--- config.mk ---
export PLATFORM = sky130hd
export DESIGN_NAME = i2c_pkt_sequencer
export DESIGN_NICKNAME = d
export VERILOG_FILES = /design/src/rtl/i2cpk_pkg.sv /design/src/rtl/i2cpk_hdr_capture.sv /design/src/rtl/i2cpk_unpacker.sv /design/src/rtl/i2c_pkt_sequencer.sv
export SDC_FILE = /design/constraint.sdc
export NUM_CORES = 1
export LEC_CHECK = 0
export CAP_MARGIN = 20
export CORE_UTILIZATION = 25
export CTS_CLUSTER_DIAMETER = 50
export DETAILED_ROUTE_END_ITERATION = 12
export HOLD_SLACK_MARGIN = 0.08
export MAX_ROUTING_LAYER = met4
export PLACE_DENSITY_LB_ADDON = 0.3
export SYNTH_ARGS = -nofsm -noshare
export SYNTH_HDL_FRONTEND = slang
export SYNTH_HIERARCHICAL = 1
export SYNTH_SLANG_ARGS = --single-unit
--- constraint.sdc ---
create_clock -name clk -period 2.9 [get_ports clk]
set_clock_uncertainty 0.1 [all_clocks]
set_input_delay 0.435 -clock clk [delete_from_list [all_inputs] [get_ports clk]]
set_output_delay 0.435 -clock clk [all_outputs]
set_load 0.005 [all_outputs]
--- src/rtl/i2cpk_pkg.sv ---
package i2cpk_pkg;

    localparam int WORD_W = 32;
    localparam int BYTE_W = 8;
    localparam int LANES  = WORD_W / BYTE_W;
    localparam int LANE_W = $clog2(LANES);

    // Header word 2 bit positions decoded by this block
    localparam int HB_ADDR_LSB = 1;
    localparam int HB_HOLD     = 16;
    localparam int HB_IE       = 17;
    localparam int HB_TEN      = 18;
    localparam int HB_READ     = 19;
    localparam int HB_CONT     = 21;

    typedef enum logic [2:0] {
        OP_START   = 3'd0,
        OP_RSTART  = 3'd1,
        OP_ADDR    = 3'd2,
        OP_WRITE   = 3'd3,
        OP_RD_ACK  = 3'd4,
        OP_RD_NACK = 3'd5,
        OP_STOP    = 3'd6
    } op_e;

    typedef enum logic [2:0] {
        ST_HDR,
        ST_START,
        ST_ADDR_HI,
        ST_ADDR_LO,
        ST_XFER,
        ST_DRAIN,
        ST_STOP,
        ST_DONE
    } st_e;

    typedef struct packed {
        logic [9:0] addr;
        logic       rd;
        logic       ten;
        logic       hold;
        logic       cont;
        logic       ie;
    } hdr_flags_t;

    function automatic hdr_flags_t decode_flags(input logic [WORD_W-1:0] w);
        hdr_flags_t f;
        f.addr = w[HB_ADDR_LSB +: 10];
        f.rd   = w[HB_READ];
        f.ten  = w[HB_TEN];
        f.hold = w[HB_HOLD];
        f.cont = w[HB_CONT];
        f.ie   = w[HB_IE];
        return f;
    endfunction

    function automatic logic [7:0] first_addr_byte(input hdr_flags_t f);
        if (f.ten)
            return {5'b11110, f.addr[9:8], f.rd};
        else
            return {f.addr[6:0], f.rd};
    endfunction

endpackage

--- src/rtl/i2cpk_hdr_capture.sv ---
module i2cpk_hdr_capture
    import i2cpk_pkg::*;
#(
    parameter int LEN_W = 12
) (
    input  logic              clk,
    input  logic              rst,
    input  logic              take,
    input  logic [WORD_W-1:0] word,
    output hdr_flags_t        flags,
    output logic [LEN_W-1:0]  len_m1,
    output logic              complete
);

    localparam int HDR_WORDS = 3;

    logic [1:0] idx_q;
    logic       unused_bits;

    assign unused_bits = ^word;
    assign complete    = take && (idx_q == 2'(HDR_WORDS - 1));

    always_ff @(posedge clk) begin
        if (rst) begin
            idx_q  <= '0;
            len_m1 <= '0;
            flags  <= '0;
        end else if (take) begin
            idx_q <= complete ? 2'd0 : idx_q + 2'd1;
            if (idx_q == 2'd1)
                len_m1 <= word[LEN_W-1:0];
            if (idx_q == 2'd2)
                flags <= decode_flags(word);
        end
    end

    a_r2_idx_range: assert property (@(posedge clk) disable iff (rst)
        idx_q != 2'd3);

endmodule

--- src/rtl/i2cpk_unpacker.sv ---
module i2cpk_unpacker
    import i2cpk_pkg::*;
(
    input  logic              clk,
    input  logic              rst,
    input  logic              load,
    input  logic [WORD_W-1:0] word,
    input  logic              pop,
    input  logic              drop,
    input  logic              clr,
    output logic              valid,
    output logic [BYTE_W-1:0] byte_o
);

    logic [WORD_W-1:0] buf_q;
    logic [LANE_W-1:0] lane_q;

    assign byte_o = buf_q[{lane_q, 3'b000} +: BYTE_W];

    always_ff @(posedge clk) begin
        if (rst || clr) begin
            valid  <= 1'b0;
            lane_q <= '0;
            buf_q  <= '0;
        end else if (load) begin
            buf_q  <= word;
            lane_q <= '0;
            valid  <= 1'b1;
        end else if (pop) begin
            lane_q <= lane_q + 1'b1;
            if (drop || lane_q == LANE_W'(LANES - 1))
                valid <= 1'b0;
        end
    end

    a_r4_pop_nonempty: assert property (@(posedge clk) disable iff (rst)
        pop |-> valid);
    a_r4_load_empty: assert property (@(posedge clk) disable iff (rst)
        load |-> !valid);

endmodule

--- src/rtl/i2c_pkt_sequencer.sv ---
module i2c_pkt_sequencer
    import i2cpk_pkg::*;
#(
    parameter int LEN_W = 12
) (
    input  logic        clk,
    input  logic        rst,
    input  logic        in_valid,
    input  logic [31:0] in_word,
    output logic        in_ready,
    output logic        cmd_valid,
    output logic [2:0]  cmd_op,
    output logic [7:0]  cmd_byte,
    input  logic        rsp_valid,
    input  logic        rsp_nack,
    input  logic [7:0]  rsp_byte,
    output logic        rd_valid,
    output logic [7:0]  rd_byte,
    output logic        pkt_done,
    output logic        pkt_irq,
    output logic        nack_evt
);

    localparam int CNT_W = LEN_W + 1;

    st_e              st_q;
    hdr_flags_t       flags;
    logic [LEN_W-1:0] len_m1;
    logic             hdr_complete;
    logic             hdr_take;
    logic [CNT_W-1:0] bytes_left_q;
    logic [CNT_W-1:0] words_left_q;
    logic             rs_pending_q;
    logic             aborted_q;
    logic             rd_valid_q;
    logic [7:0]       rd_byte_q;
    logic             nack_q;

    logic             up_valid;
    logic [7:0]       up_byte;
    logic             up_load;
    logic             up_pop;
    logic             up_drop;
    logic             fetch;
    logic             word_take;
    logic             cmd_done;
    logic             nack_abort;
    logic             last_byte;
    op_e              op_c;

    assign hdr_take = (st_q == ST_HDR) && in_valid;

    i2cpk_hdr_capture #(.LEN_W(LEN_W)) u_hdr (
        .clk      (clk),
        .rst      (rst),
        .take     (hdr_take),
        .word     (in_word),
        .flags    (flags),
        .len_m1   (len_m1),
        .complete (hdr_complete)
    );

    assign fetch = ((st_q == ST_XFER) && !flags.rd && !up_valid && (words_left_q != '0))
                || ((st_q == ST_DRAIN) && (words_left_q != '0));
    assign in_ready  = (st_q == ST_HDR) || fetch;
    assign word_take = fetch && in_valid;
    assign up_load   = word_take && (st_q == ST_XFER);
    assign last_byte = (bytes_left_q == CNT_W'(1));

    always_comb begin
        cmd_valid = 1'b0;
        op_c      = OP_START;
        cmd_byte  = '0;
        case (st_q)
            ST_START: begin
                cmd_valid = 1'b1;
                op_c      = rs_pending_q ? OP_RSTART : OP_START;
            end
            ST_ADDR_HI: begin
                cmd_valid = 1'b1;
                op_c      = OP_ADDR;
                cmd_byte  = first_addr_byte(flags);
            end
            ST_ADDR_LO: begin
                cmd_valid = 1'b1;
                op_c      = OP_ADDR;
                cmd_byte  = flags.addr[7:0];
            end
            ST_XFER: begin
                if (flags.rd) begin
                    cmd_valid = 1'b1;
                    op_c      = last_byte ? OP_RD_NACK : OP_RD_ACK;
                end else begin
                    cmd_valid = up_valid;
                    op_c      = OP_WRITE;
                    cmd_byte  = up_byte;
                end
            end
            ST_STOP: begin
                cmd_valid = 1'b1;
                op_c      = OP_STOP;
            end
            default: ;
        endcase
    end

    assign cmd_op   = op_c;
    assign cmd_done = cmd_valid && rsp_valid;

    assign nack_abort = cmd_done && rsp_nack && !flags.cont &&
                        ((st_q == ST_ADDR_HI) || (st_q == ST_ADDR_LO) ||
                         ((st_q == ST_XFER) && !flags.rd));

    assign up_pop  = cmd_done && (st_q == ST_XFER) && !flags.rd && !nack_abort;
    assign up_drop = last_byte;

    i2cpk_unpacker u_unpack (
        .clk    (clk),
        .rst    (rst),
        .load   (up_load),
        .word   (in_word),
        .pop    (up_pop),
        .drop   (up_drop),
        .clr    (nack_abort),
        .valid  (up_valid),
        .byte_o (up_byte)
    );

    always_ff @(posedge clk) begin
        if (rst) begin
            st_q         <= ST_HDR;
            bytes_left_q <= '0;
            words_left_q <= '0;
            rs_pending_q <= 1'b0;
            aborted_q    <= 1'b0;
            rd_valid_q   <= 1'b0;
            rd_byte_q    <= '0;
            nack_q       <= 1'b0;
        end else begin
            rd_valid_q <= 1'b0;
            nack_q     <= nack_abort;
            if (word_take)
                words_left_q <= words_left_q - CNT_W'(1);
            case (st_q)
                ST_HDR: begin
                    if (hdr_complete) begin
                        bytes_left_q <= {1'b0, len_m1} + CNT_W'(1);
                        words_left_q <= in_word[HB_READ] ? '0 :
                            ({1'b0, len_m1} >> LANE_W) + CNT_W'(1);
                        aborted_q    <= 1'b0;
                        st_q         <= ST_START;
                    end
                end
                ST_START: begin
                    if (cmd_done) begin
                        rs_pending_q <= 1'b0;
                        st_q         <= ST_ADDR_HI;
                    end
                end
                ST_ADDR_HI: begin
                    if (nack_abort) begin
                        aborted_q <= 1'b1;
                        st_q      <= ST_DRAIN;
                    end else if (cmd_done) begin
                        st_q <= flags.ten ? ST_ADDR_LO : ST_XFER;
                    end
                end
                ST_ADDR_LO: begin
                    if (nack_abort) begin
                        aborted_q <= 1'b1;
                        st_q      <= ST_DRAIN;
                    end else if (cmd_done) begin
                        st_q <= ST_XFER;
                    end
                end
                ST_XFER: begin
                    if (nack_abort) begin
                        aborted_q <= 1'b1;
                        st_q      <= ST_DRAIN;
                    end else if (cmd_done) begin
                        bytes_left_q <= bytes_left_q - CNT_W'(1);
                        if (flags.rd) begin
                            rd_valid_q <= 1'b1;
                            rd_byte_q  <= rsp_byte;
                        end
                        if (last_byte) begin
                            if (flags.hold) begin
                                rs_pending_q <= 1'b1;
                                st_q         <= ST_DONE;
                            end else begin
                                st_q <= ST_STOP;
                            end
                        end
                    end
                end
                ST_DRAIN: begin
                    if (words_left_q == '0)
                        st_q <= ST_STOP;
                end
                ST_STOP: begin
                    if (cmd_done) begin
                        rs_pending_q <= 1'b0;
                        st_q         <= aborted_q ? ST_HDR : ST_DONE;
                    end
                end
                ST_DONE: st_q <= ST_HDR;
                default: st_q <= ST_HDR;
            endcase
        end
    end

    assign rd_valid = rd_valid_q;
    assign rd_byte  = rd_byte_q;
    assign nack_evt = nack_q;
    assign pkt_done = (st_q == ST_DONE);
    assign pkt_irq  = pkt_done && flags.ie;

    a_r11_cmd_hold: assert property (@(posedge clk) disable iff (rst)
        (cmd_valid && !rsp_valid) |=> (cmd_valid && $stable(cmd_op) && $stable(cmd_byte)));
    a_r5_read_no_fetch: assert property (@(posedge clk) disable iff (rst)
        ((st_q != ST_HDR) && flags.rd) |-> !in_ready);
    a_r10_done_single: assert property (@(posedge clk) disable iff (rst)
        pkt_done |=> !pkt_done);
    a_r10_irq_with_done: assert property (@(posedge clk) disable iff (rst)
        pkt_irq |-> pkt_done);
    a_r6_nack_no_done: assert property (@(posedge clk) disable iff (rst)
        nack_evt |-> !pkt_done);
    a_r6_nack_single: assert property (@(posedge clk) disable iff (rst)
        nack_evt |=> !nack_evt);

endmodule

==> results of run 1 <==
metrics by stage:
step / instance area, sq um / hold slack (ns) / utilization, % / power, uW
final: 7050 / 0.375 / 31.9 / 3240
after global routing: 7050 / 0.395 / 31.9 / 3390
after CTS: 7020 / 0.379 / 31.8 / 3280
after detailed placement: 6700 / 0.369 / 30.3 / 1980
after global placement: 6700 / 0.360 / 30.3 / 1980
after floorplan: 5700 / 0.342 / - / 1800
tightest hold or removal path, delay by kind of cell, from the launching register on:
kind / cells / cell delay [ns]
muxes: 1 / 0.05
and+or+nand+nor: 1 / 0.06
DFF: 1 / 0.32
cell usage in the layout, fill, tap and decap left out, drive strengths merged, types with 3 or more instances in the layout:
| cell type | instances |
|---|---|
| a211oi | 7 |
| dfxtp | 105 |
| mux4 | 8 |
| and2 | 5 |
| nand3 | 12 |
| or2 | 3 |
| o21a | 7 |
| nor2 | 70 |
| nand2 | 30 |
| a31oi | 4 |
| nand2b | 53 |
| nor4 | 12 |
| or3 | 3 |
| clkdlybuf4s50 | 68 |
| nand3b | 3 |
| o22ai | 11 |
| ha | 6 |
| nor2b | 3 |
| nand4 | 8 |
| clkinv | 5 |
| nor4b | 3 |
| nor3b | 6 |
| mux2i | 73 |
| xor2 | 12 |
| a21oi | 32 |
| o21ai | 34 |
| nor3 | 22 |
| buf | 27 |
| clkbuf | 9 |
| inv | 18 |
| xnor2 | 15 |
final timing paths:
path,from,depth (start not counted),slack [ns],endpoint
max,st_q[2]$_SDFFE_PP0P_,6,0.15,cmd_byte[7]
min,u_hdr/flags[12]$_SDFFE_PP0P_,2,0.38,u_hdr/flags[12]$_SDFFE_PP0P_
max reg2reg,st_q[0]$_SDFFE_PP0P_,8,0.41,st_q[0]$_SDFFE_PP0P_
min reg2reg,u_hdr/flags[12]$_SDFFE_PP0P_,2,0.38,u_hdr/flags[12]$_SDFFE_PP0P_
registers in the layout, indices dropped and copies added, names as in the netlist:
name and cells:
bytes_left_q 13, nack_evt 1, u_unpack/buf_q 32, u_unpack/valid 1, words_left_q 13, aborted_q 1, u_hdr/idx_q 2, rd_valid 1
rs_pending_q 1, rd_byte 8, u_unpack/lane_q 2, st_q 3, u_hdr/flags 15, u_hdr/len_m1 12
final cells by class:
cell class	instances	area [sq um]
well taps	280	350
clock buffers	9	225
flip-flops and latches	105	2100
inverters	16	67.6
fillers	2251	15000
multi-input cells	468	3300
repair buffers	95	906
clock inverters	7	93.8
timing repair:
action / 4_1_cts / 5_1_grt
pin swaps: 0 / 2
setup endpoints to repair: 2 / 2
buffers inserted: 0 / 1
gates resized for setup: 2 / 5
kinds of logic after synthesis:
group | after synthesis | synth area share (%)
flip-flops | 105 | 36.9
AND/OR/NAND/NOR | 242 | 23.7
multiplexers | 82 | 16.2
adder cells (fa/ha/maj) | 6 | 1.32
buffers and inverters | 56 | 5.77
XOR/XNOR | 27 | 4.15
AO/OA/AOI/OAI | 111 | 12.0
power groups by stage:
| stage | Combinational [uW] | Sequential [uW] | Clock, uW |
|---|---|---|---|
| floorplan | 274 | 1520 | 0 |
| global placement | 436 | 1550 | 0 |
| detailed placement | 433 | 1550 | 0 |
| CTS | 435 | 1510 | 1330 |
| global route | 474 | 1520 | 1390 |
| finish | 434 | 1510 | 1290 |
routing by layer:
layer	GRT usage, %	share of wire (%)
met1	17.9	48
met2	21.6	47
met4	4.81	1.6
met3	2.15	3.1
met5	-	0
==> impl_metrics.toml, run 1 <==
[outcome]
status = "finished, final reports clean"

[cts]
cts.sinks = 105
root_buffer = "clkbuf_16"
cts_buffers = 9
clk_pin_slew_ns = 0.08
clockBufferDepth = 2
htree_levels = 3
cts_tree = "yes"
clkLatencyLatePin_ns = 0.37
cts_hold_buf = 0

[route]
avgRoutedWirePerCell_microns = 15.6
vias_per_cell = 4.76
first_iter_violations = 289
drtAntennaViolNets = 0
drtPass1Iterations = 4
vias = 4664
drc = 0
routed_wl_mm = 15.3

[global_routing]
grt_pass1_wl_mm = 24.7
grt_max_degree = 38
grt_pass1_vias = 4502
grt_use_total_pct = 13.8
grt_overflow = 0
antenna_found_initial = 0

[timing]
hold_viol = 0
fmax_ghz = 0.364
rsz0062_at_grt = "false"
setup_viol = 0
relSlewSlack_pct = 60.2
post-route-period-util_pct = 94.7
worstMarginPinSlew_ns = 0.597
finalMaxSlewViolations = 0
period_needed_ns = 2.75
worst_slack_ns = 0.153
fin_tns_setup_ns = 0

[power]
vdd_ir_drop_max_uv = 286
switching_share_pct = 28.8
combPwrFrac_pct = 13.4
power.leakage_uw = 0.00241
seq_power_share_pct = 46.7
clock_power_share_pct = 39.8
power.density_mw_per_mm2 = 459
p_int_uw = 2300
p_switching_uw = 934

[logic_synthesis]
syn-mean-instance-area_sq_um = 9.06
synthTopCellsByCount = "105 x dfxtp_1, 73 x mux2i_1, 68 x nor2_1, 45 x nand2b_1, 33 x o21ai_0"
yosysSeqAreaShare_pct = 36.9
synth.largest_area_cell = "dfxtp_1"
synth.most_common_cell = "dfxtp_1"
mappedNetlistArea_sq_mm = 0.00570
synth_edf_count = 0
synth_cell_types = 70
yosys-top-cells-area = "dfxtp_1 37%, mux2i_1 13%, nand2b_1 4.9%"
syn_inst = 629
syn_nets = 680
synth-seq-cells = 105
synth.top_cell.area_share_pct = 36.9
yosysWarningCount = 6
async_reset_ff_share_pct = 0
synth_flop_cell = "dfxtp_1"

[place]
portBuffers = 69
dp_slack_ns = 0.184
gp_congestion = 0.823
dpl.hpwl_mm = 11.3
dpl.cell_count = 963

[layout]
num_antenna_cells = 0
final_cells = 980
drive_gt1_share_pct = 12.3
final_nets = 746
area_growth_pct = 23.7

[floorplan]
die-width_microns = 153
coreArea_sq_mm = 0.0221
io-pin-count = 70
start_util_pct = 25.8
rows = 54
die_h_microns = 153
die_area_sq_mm = 0.0234

[run]
cap_viol_max_count = 0

[worst_setup_path]
critical_path_buf_inv_count = 3
critical-path-max-stage-delay_ns = 0.57
crit_chain = "buf_4 -> nor2b_1 -> buf_4 -> o21ai_0 -> o21ai_0 -> clkdlybuf4s50_1"
path_delay_family = "buffers and inverters"
crit_path_max_fanout = 19
crit_required_ns = 2.37
crit_path_end_kind = "primary output"
crit_slowest_cell = "clkdlybuf4s50_1"
cp_data_arrival_time_ns = 2.21
criticalPathCategory = "reg -> out"
start_kind = "register"

[hold_path]
min_path_type = "reg -> reg"
Note: power is estimated with default switching activity, not from simulation.
==> run 2: changes to the inputs <==
--- a/config.mk
+++ b/config.mk
@@ -9,6 +9,7 @@
 export CORE_UTILIZATION = 25
 export CTS_CLUSTER_DIAMETER = 50
 export DETAILED_ROUTE_END_ITERATION = 12
+export DONT_BUFFER_PORTS = 1
 export HOLD_SLACK_MARGIN = 0.08
 export MAX_ROUTING_LAYER = met4
 export PLACE_DENSITY_LB_ADDON = 0.3
==> impl_metrics.toml, run 2 (same netlist as run 1, synthesis figures left out) <==
[worst_setup_path]
worstReg2RegEnd = "bytes_left_q[11]$_SDFFE_PP0P_"
cp_data_arrival_time_ns = 2.75
crit_required_ns = 3.09
crit_path_end_kind = "register"
crit_chain = "nor3_1 -> and2_1 -> nand3b_1 -> inv_8 -> nand2_1 -> o21a_1 -> o32a_1 -> a21oi_1"
criticalPathCategory = "reg -> reg"
critical-path-max-stage-delay_ns = 0.40
timing.rr.start = "st_q[2]$_SDFFE_PP0P_"
crit_slowest_cell = "o32a_1"
start_kind = "register"
worstSetupStartpoint = "st_q[2]$_SDFFE_PP0P_"
worstRegToRegCells = 8
r2r_setup_slack_ns = 0.34
crit_path_max_fanout = 14

[timing]
fin_tns_setup_ns = 0
hold_viol = 0
holdWs_ns = 0.107
rsz0062_at_grt = "false"
period_needed_ns = 2.56
worstMarginPinSlew_ns = 0.615
post-route-period-util_pct = 88.2
finalMaxSlewViolations = 0
relSlewSlack_pct = 59.0
setup_viol = 0
fmax_ghz = 0.391

[run]
cap_viol_max_count = 0

[hold_path]
min_path_type = "in -> reg"
min_path_cells = 1
hp-start = "rst"
hold_end = "bytes_left_q[10]$_SDFFE_PP0P_"

[route]
routed_wl_mm = 15.1
drtAntennaViolNets = 0
vias_per_cell = 4.86
vias = 4385
avgRoutedWirePerCell_microns = 16.7
first_iter_violations = 311
drtPass1Iterations = 4
drc = 0

[layout]
final_cell_mix = "105 x dfxtp_1, 73 x mux2i_1, 67 x nor2_1"
reg_top3 = "u_unpack/buf_q (32), u_hdr/flags (15)"
top_register = "u_unpack/buf_q"
n_fill_cell = 2323
area_growth_pct = 9.99
num_antenna_cells = 0
final_cells = 903
post-route-cell-area_sq_mm = 0.00627
drive_gt1_share_pct = 11.1
final_nets = 669
largest_register_ffs = 32
final_common_cell = "dfxtp_1"

[cts]
clk_pin_slew_ns = 0.08
cts.sinks = 105
cts_buffers = 9
cts_tree = "yes"
root_buffer = "clkbuf_16"
htree_levels = 3
cts_resized = 0
clkLatencyLatePin_ns = 0.36
clockBufferDepth = 2

[power]
vdd_ir_drop_max_uv = 295
combPwrFrac_pct = 10.8
p_switching_uw = 872
clock_power_share_pct = 40.9
p_int_uw = 2240
power.density_mw_per_mm2 = 497
seq_power_share_pct = 48.3
switching_share_pct = 28.0
power.leakage_uw = 0.00210

[global_routing]
grt_use_total_pct = 13.5
grt_pass1_vias = 4318
grt_overflow = 0
antenna_found_initial = 0
grt_pass1_wl_mm = 24.2
grt_max_degree = 59

[outcome]
status = "finished, final reports clean"

[place]
gp_congestion = 0.802
portBuffers = 0
dpl.cell_count = 885
postPlaceCellArea_sq_mm = 0.00593
dpl.hpwl_mm = 10.9

[floorplan]
start_util_pct = 25.8
coreArea_sq_mm = 0.0221
die-width_microns = 153
die_h_microns = 153
die_area_sq_mm = 0.0234
rows = 54
io-pin-count = 70
-- run 2: area by class of cell --
| class | instances | area [sq um] | area share, % |
|---|---|---|---|
| multi-input combinational | 468 | 3280 | 52.3 |
| sequential | 105 | 2100 | 33.5 |
| tap | 280 | 350 | 5.59 |
| inverter | 16 | 67.6 | 1.08 |
| timing repair buffer | 18 | 163 | 2.59 |
| clock inverter | 6 | 71.3 | 1.14 |
| clock buffer | 10 | 239 | 3.81 |
-- run 2: power by group through the flow --
stage                     Combinational (uW)  Clock (uW)  Sequential [uW]
after detailed placement                 326           0             1540
after global placement                   328           0             1540
final                                    336        1270             1500
after floorplan                          274           0             1520
after global routing                     368        1370             1510
after CTS                                338        1310             1500
-- run 2: worst max-delay path by stage --
stage / endpoint / depth (start not counted) / slack [ns]
2_1_floorplan: st_q[0]$_SDFFE_PP0P_ / 11 / 0.62
3_3_place_gp: bytes_left_q[11]$_SDFFE_PP0P_ / 8 / 0.40
3_5_place_dp: bytes_left_q[11]$_SDFFE_PP0P_ / 8 / 0.36
4_1_cts: bytes_left_q[11]$_SDFFE_PP0P_ / 8 / 0.34
5_1_grt: cmd_op[0] / 5 / 0.18
6_report: bytes_left_q[11]$_SDFFE_PP0P_ / 8 / 0.34
-- run 2: what timing repair did --
| action | CTS | global route |
|---|---|---|
| hold buffers | 2 | 0 |
| buffers inserted | 0 | 0 |
| hold endpoints to repair | 27 | 0 |
-- run 2: critical path, delay by kind of cell (launching register included) --
| kind | cells | cell delay (ns) |
|---|---|---|
| compound gates | 3 | 0.93 |
| buf+inv | 1 | 0.16 |
| flops | 1 | 0.31 |
| simple gates | 4 | 0.99 |
-- run 2: metrics by stage --
step	setup slack [ns]	util [%]	power [uW]
6_report	0.342	28.4	3110
5_1_grt	0.182	28.4	3250
4_1_cts	0.340	28.4	3150
3_5_place_dp	0.359	26.8	1860
3_3_place_gp	0.404	26.8	1870
2_1_floorplan	0.617	-	1800
-- run 2: routing by layer --
metal | GRT usage (%) | up-vias | wire length (microns)
li1 | - | 2203 | -
met1 | 17.7 | 2072 | 7170
met2 | 20.9 | 101 | 7030
met3 | 3.03 | 9 | 786
met4 | 3.46 | 0 | 132
met5 | - | - | 0
==> run 3: changes to the inputs <==
--- a/config.mk
+++ b/config.mk
@@ -6,10 +6,12 @@
 export NUM_CORES = 1
 export LEC_CHECK = 0
 export CAP_MARGIN = 20
+export CORE_ASPECT_RATIO = 0.5
 export CORE_UTILIZATION = 25
 export CTS_CLUSTER_DIAMETER = 50
 export DETAILED_ROUTE_END_ITERATION = 12
 export DONT_BUFFER_PORTS = 1
+export GPL_TIMING_DRIVEN = 1
 export HOLD_SLACK_MARGIN = 0.08
 export MAX_ROUTING_LAYER = met4
 export PLACE_DENSITY_LB_ADDON = 0.3
==> impl_metrics.toml, run 3 (same netlist as run 1, synthesis figures left out) <==
[floorplan]
die_h_microns = 109
io-pin-count = 70
start_util_pct = 25.9
rows = 38
die-width_microns = 216
coreArea_sq_mm = 0.0220
die_area_sq_mm = 0.0234

[worst_setup_path]
crit_path_end_kind = "primary output"
crit_chain = "buf_4 -> nor2b_1 -> o21ai_0 -> o21ai_0"
start_kind = "register"
worstSetupPathDepth = 4
crit_path_max_fanout = 15
worstRegToRegCells = 8
worstSetupEndpoint = "cmd_byte[7]"
critical-path-max-stage-delay_ns = 0.53
cp_data_arrival_time_ns = 2.04
critical_path_buf_inv_count = 1
r2r_setup_slack_ns = 0.46
crit_top_cell = "o21ai_0"
path_delay_family = "compound AO/OA/AOI/OAI gates"
worstSetupStartpoint = "st_q[1]$_SDFFE_PP0P_"
timing.rr.start = "st_q[0]$_SDFFE_PP0P_"
worstReg2RegEnd = "st_q[0]$_SDFFE_PP0P_"
crit_slowest_cell = "o21ai_0"
criticalPathCategory = "reg -> out"
crit_required_ns = 2.37

[layout]
final_common_cell = "dfxtp_1"
largest_register_ffs = 32
drive_gt1_share_pct = 11.8
final_cells = 929
reg_top3 = "u_unpack/buf_q (32), u_hdr/flags (15)"
top_register = "u_unpack/buf_q"
area_growth_pct = 10.8
final_nets = 675
final_cell_mix = "105 x dfxtp_1, 73 x mux2i_1, 67 x nor2_1"
num_antenna_cells = 0

[cts]
clkLatencyLatePin_ns = 0.35
clk_pin_slew_ns = 0.07
cts_tree = "yes"
clockBufferDepth = 2
cts.sinks = 105
root_buffer = "clkbuf_16"
cts_buffers = 9
cts_setup_buffers = 0
htree_levels = 3
cts_resized = 0

[power]
p_int_uw = 2240
switching_share_pct = 26.7
seq_power_share_pct = 49.2
vdd_ir_drop_max_uv = 278
power.density_mw_per_mm2 = 485
clock_power_share_pct = 39.7
p_switching_uw = 818
power.leakage_uw = 0.00213
combPwrFrac_pct = 11.1

[global_routing]
grt_pass1_wl_mm = 24.2
grt_max_degree = 59
grt_pass1_vias = 4212
grt_use_total_pct = 13.7
antenna_found_initial = 0
grt_overflow = 0

[place]
dpl.cell_count = 910
gp_congestion = 0.836
portBuffers = 0
dpl.hpwl_mm = 11.3

[route]
vias_per_cell = 4.81
drc = 0
avgRoutedWirePerCell_microns = 16.7
first_iter_violations = 248
routed_wl_mm = 15.5
vias = 4468
drtAntennaViolNets = 0
drtPass1Iterations = 4

[hold_path]
min_path_type = "in -> reg"
min_path_cells = 1

[timing]
period_needed_ns = 2.57
fin_tns_setup_ns = 0
holdWs_ns = 0.0939
worstMarginPinSlew_ns = 0.719
post-route-period-util_pct = 88.8
relSlewSlack_pct = 52.0
fmax_ghz = 0.389
setup_viol = 0
finalMaxSlewViolations = 0
rsz0062_at_grt = "false"
hold_viol = 0

[outcome]
status = "finished, final reports clean"

[run]
cap_viol_max_count = 0
==> run 3: per-layer routing <==
metal | part of all wire, % | vias to the layer above | GRT usage (%)
met5 | 0 | - | -
met4 | 1.2 | 0 | 3.55
met3 | 4.0 | 15 | 2.90
met2 | 45 | 80 | 21.2
met1 | 49 | 2151 | 18.2
li1 | - | 2222 | -
==> run 3: layout make-up <==
cell class | count | area, sq um
well taps | 300 | 375
clock buffers | 11 | 253
multi-input cells | 468 | 3280
fillers | 2351 | 15700
flip-flops and latches | 105 | 2100
inverters | 16 | 67.6
clock inverters | 5 | 36.3
repair buffers | 24 | 205
==> run 3: worst min path at each step <==
stage               slack [ns]                            to                         start
global placement          0.36  u_hdr/flags[12]$_SDFFE_PP0P_  u_hdr/flags[12]$_SDFFE_PP0P_
CTS                       0.08  bytes_left_q[8]$_SDFFE_PP0P_                           rst
global route              0.08  bytes_left_q[8]$_SDFFE_PP0P_                           rst
finish                    0.09  bytes_left_q[8]$_SDFFE_PP0P_                           rst
floorplan                 0.34        aborted_q$_SDFFE_PP0P_        aborted_q$_SDFFE_PP0P_
detailed placement        0.37  u_hdr/flags[13]$_SDFFE_PP0P_  u_hdr/flags[13]$_SDFFE_PP0P_
==> run 3: power by group through the flow <==
stage / registers [uW] / logic, uW / clock network [uW]
after global routing: 1510 / 372 / 1300
after detailed placement: 1540 / 329 / 0
after global placement: 1540 / 328 / 0
after CTS: 1500 / 339 / 1260
final: 1510 / 340 / 1220
after floorplan: 1520 / 274 / 0
==> run 3: repair_timing <==
| action | in CTS | in global routing |
|---|---|---|
| hold buffers | 2 | 0 |
| endpoints found under the setup margin | 0 | 0 |
| endpoints found under the hold margin | 27 | 0 |
==> run 3: worst reg2reg max path, cell delays in order, from the launching register on <==
cell and delay [ns]:
dfxtp_1 0.34, nor3_1 0.25, and2_1 0.25, nand3b_1 0.22, inv_8 0.15, nand2_1 0.14
a32oi_1 0.33, o31ai_2 0.17, a221oi_1 0.37
==> run 3: per-stage QoR <==
stage / util (%) / instance area (sq um) / power (uW) / setup WS [ns]
5_1_grt: 28.7 / 6320 / 3180 / 0.241
3_3_place_gp: 27.2 / 5990 / 1870 / 0.527
6_report: 28.7 / 6320 / 3060 / 0.326
3_5_place_dp: 27.2 / 5990 / 1870 / 0.495
2_1_floorplan: - / 5700 / 1800 / 0.617
4_1_cts: 28.6 / 6300 / 3100 / 0.234
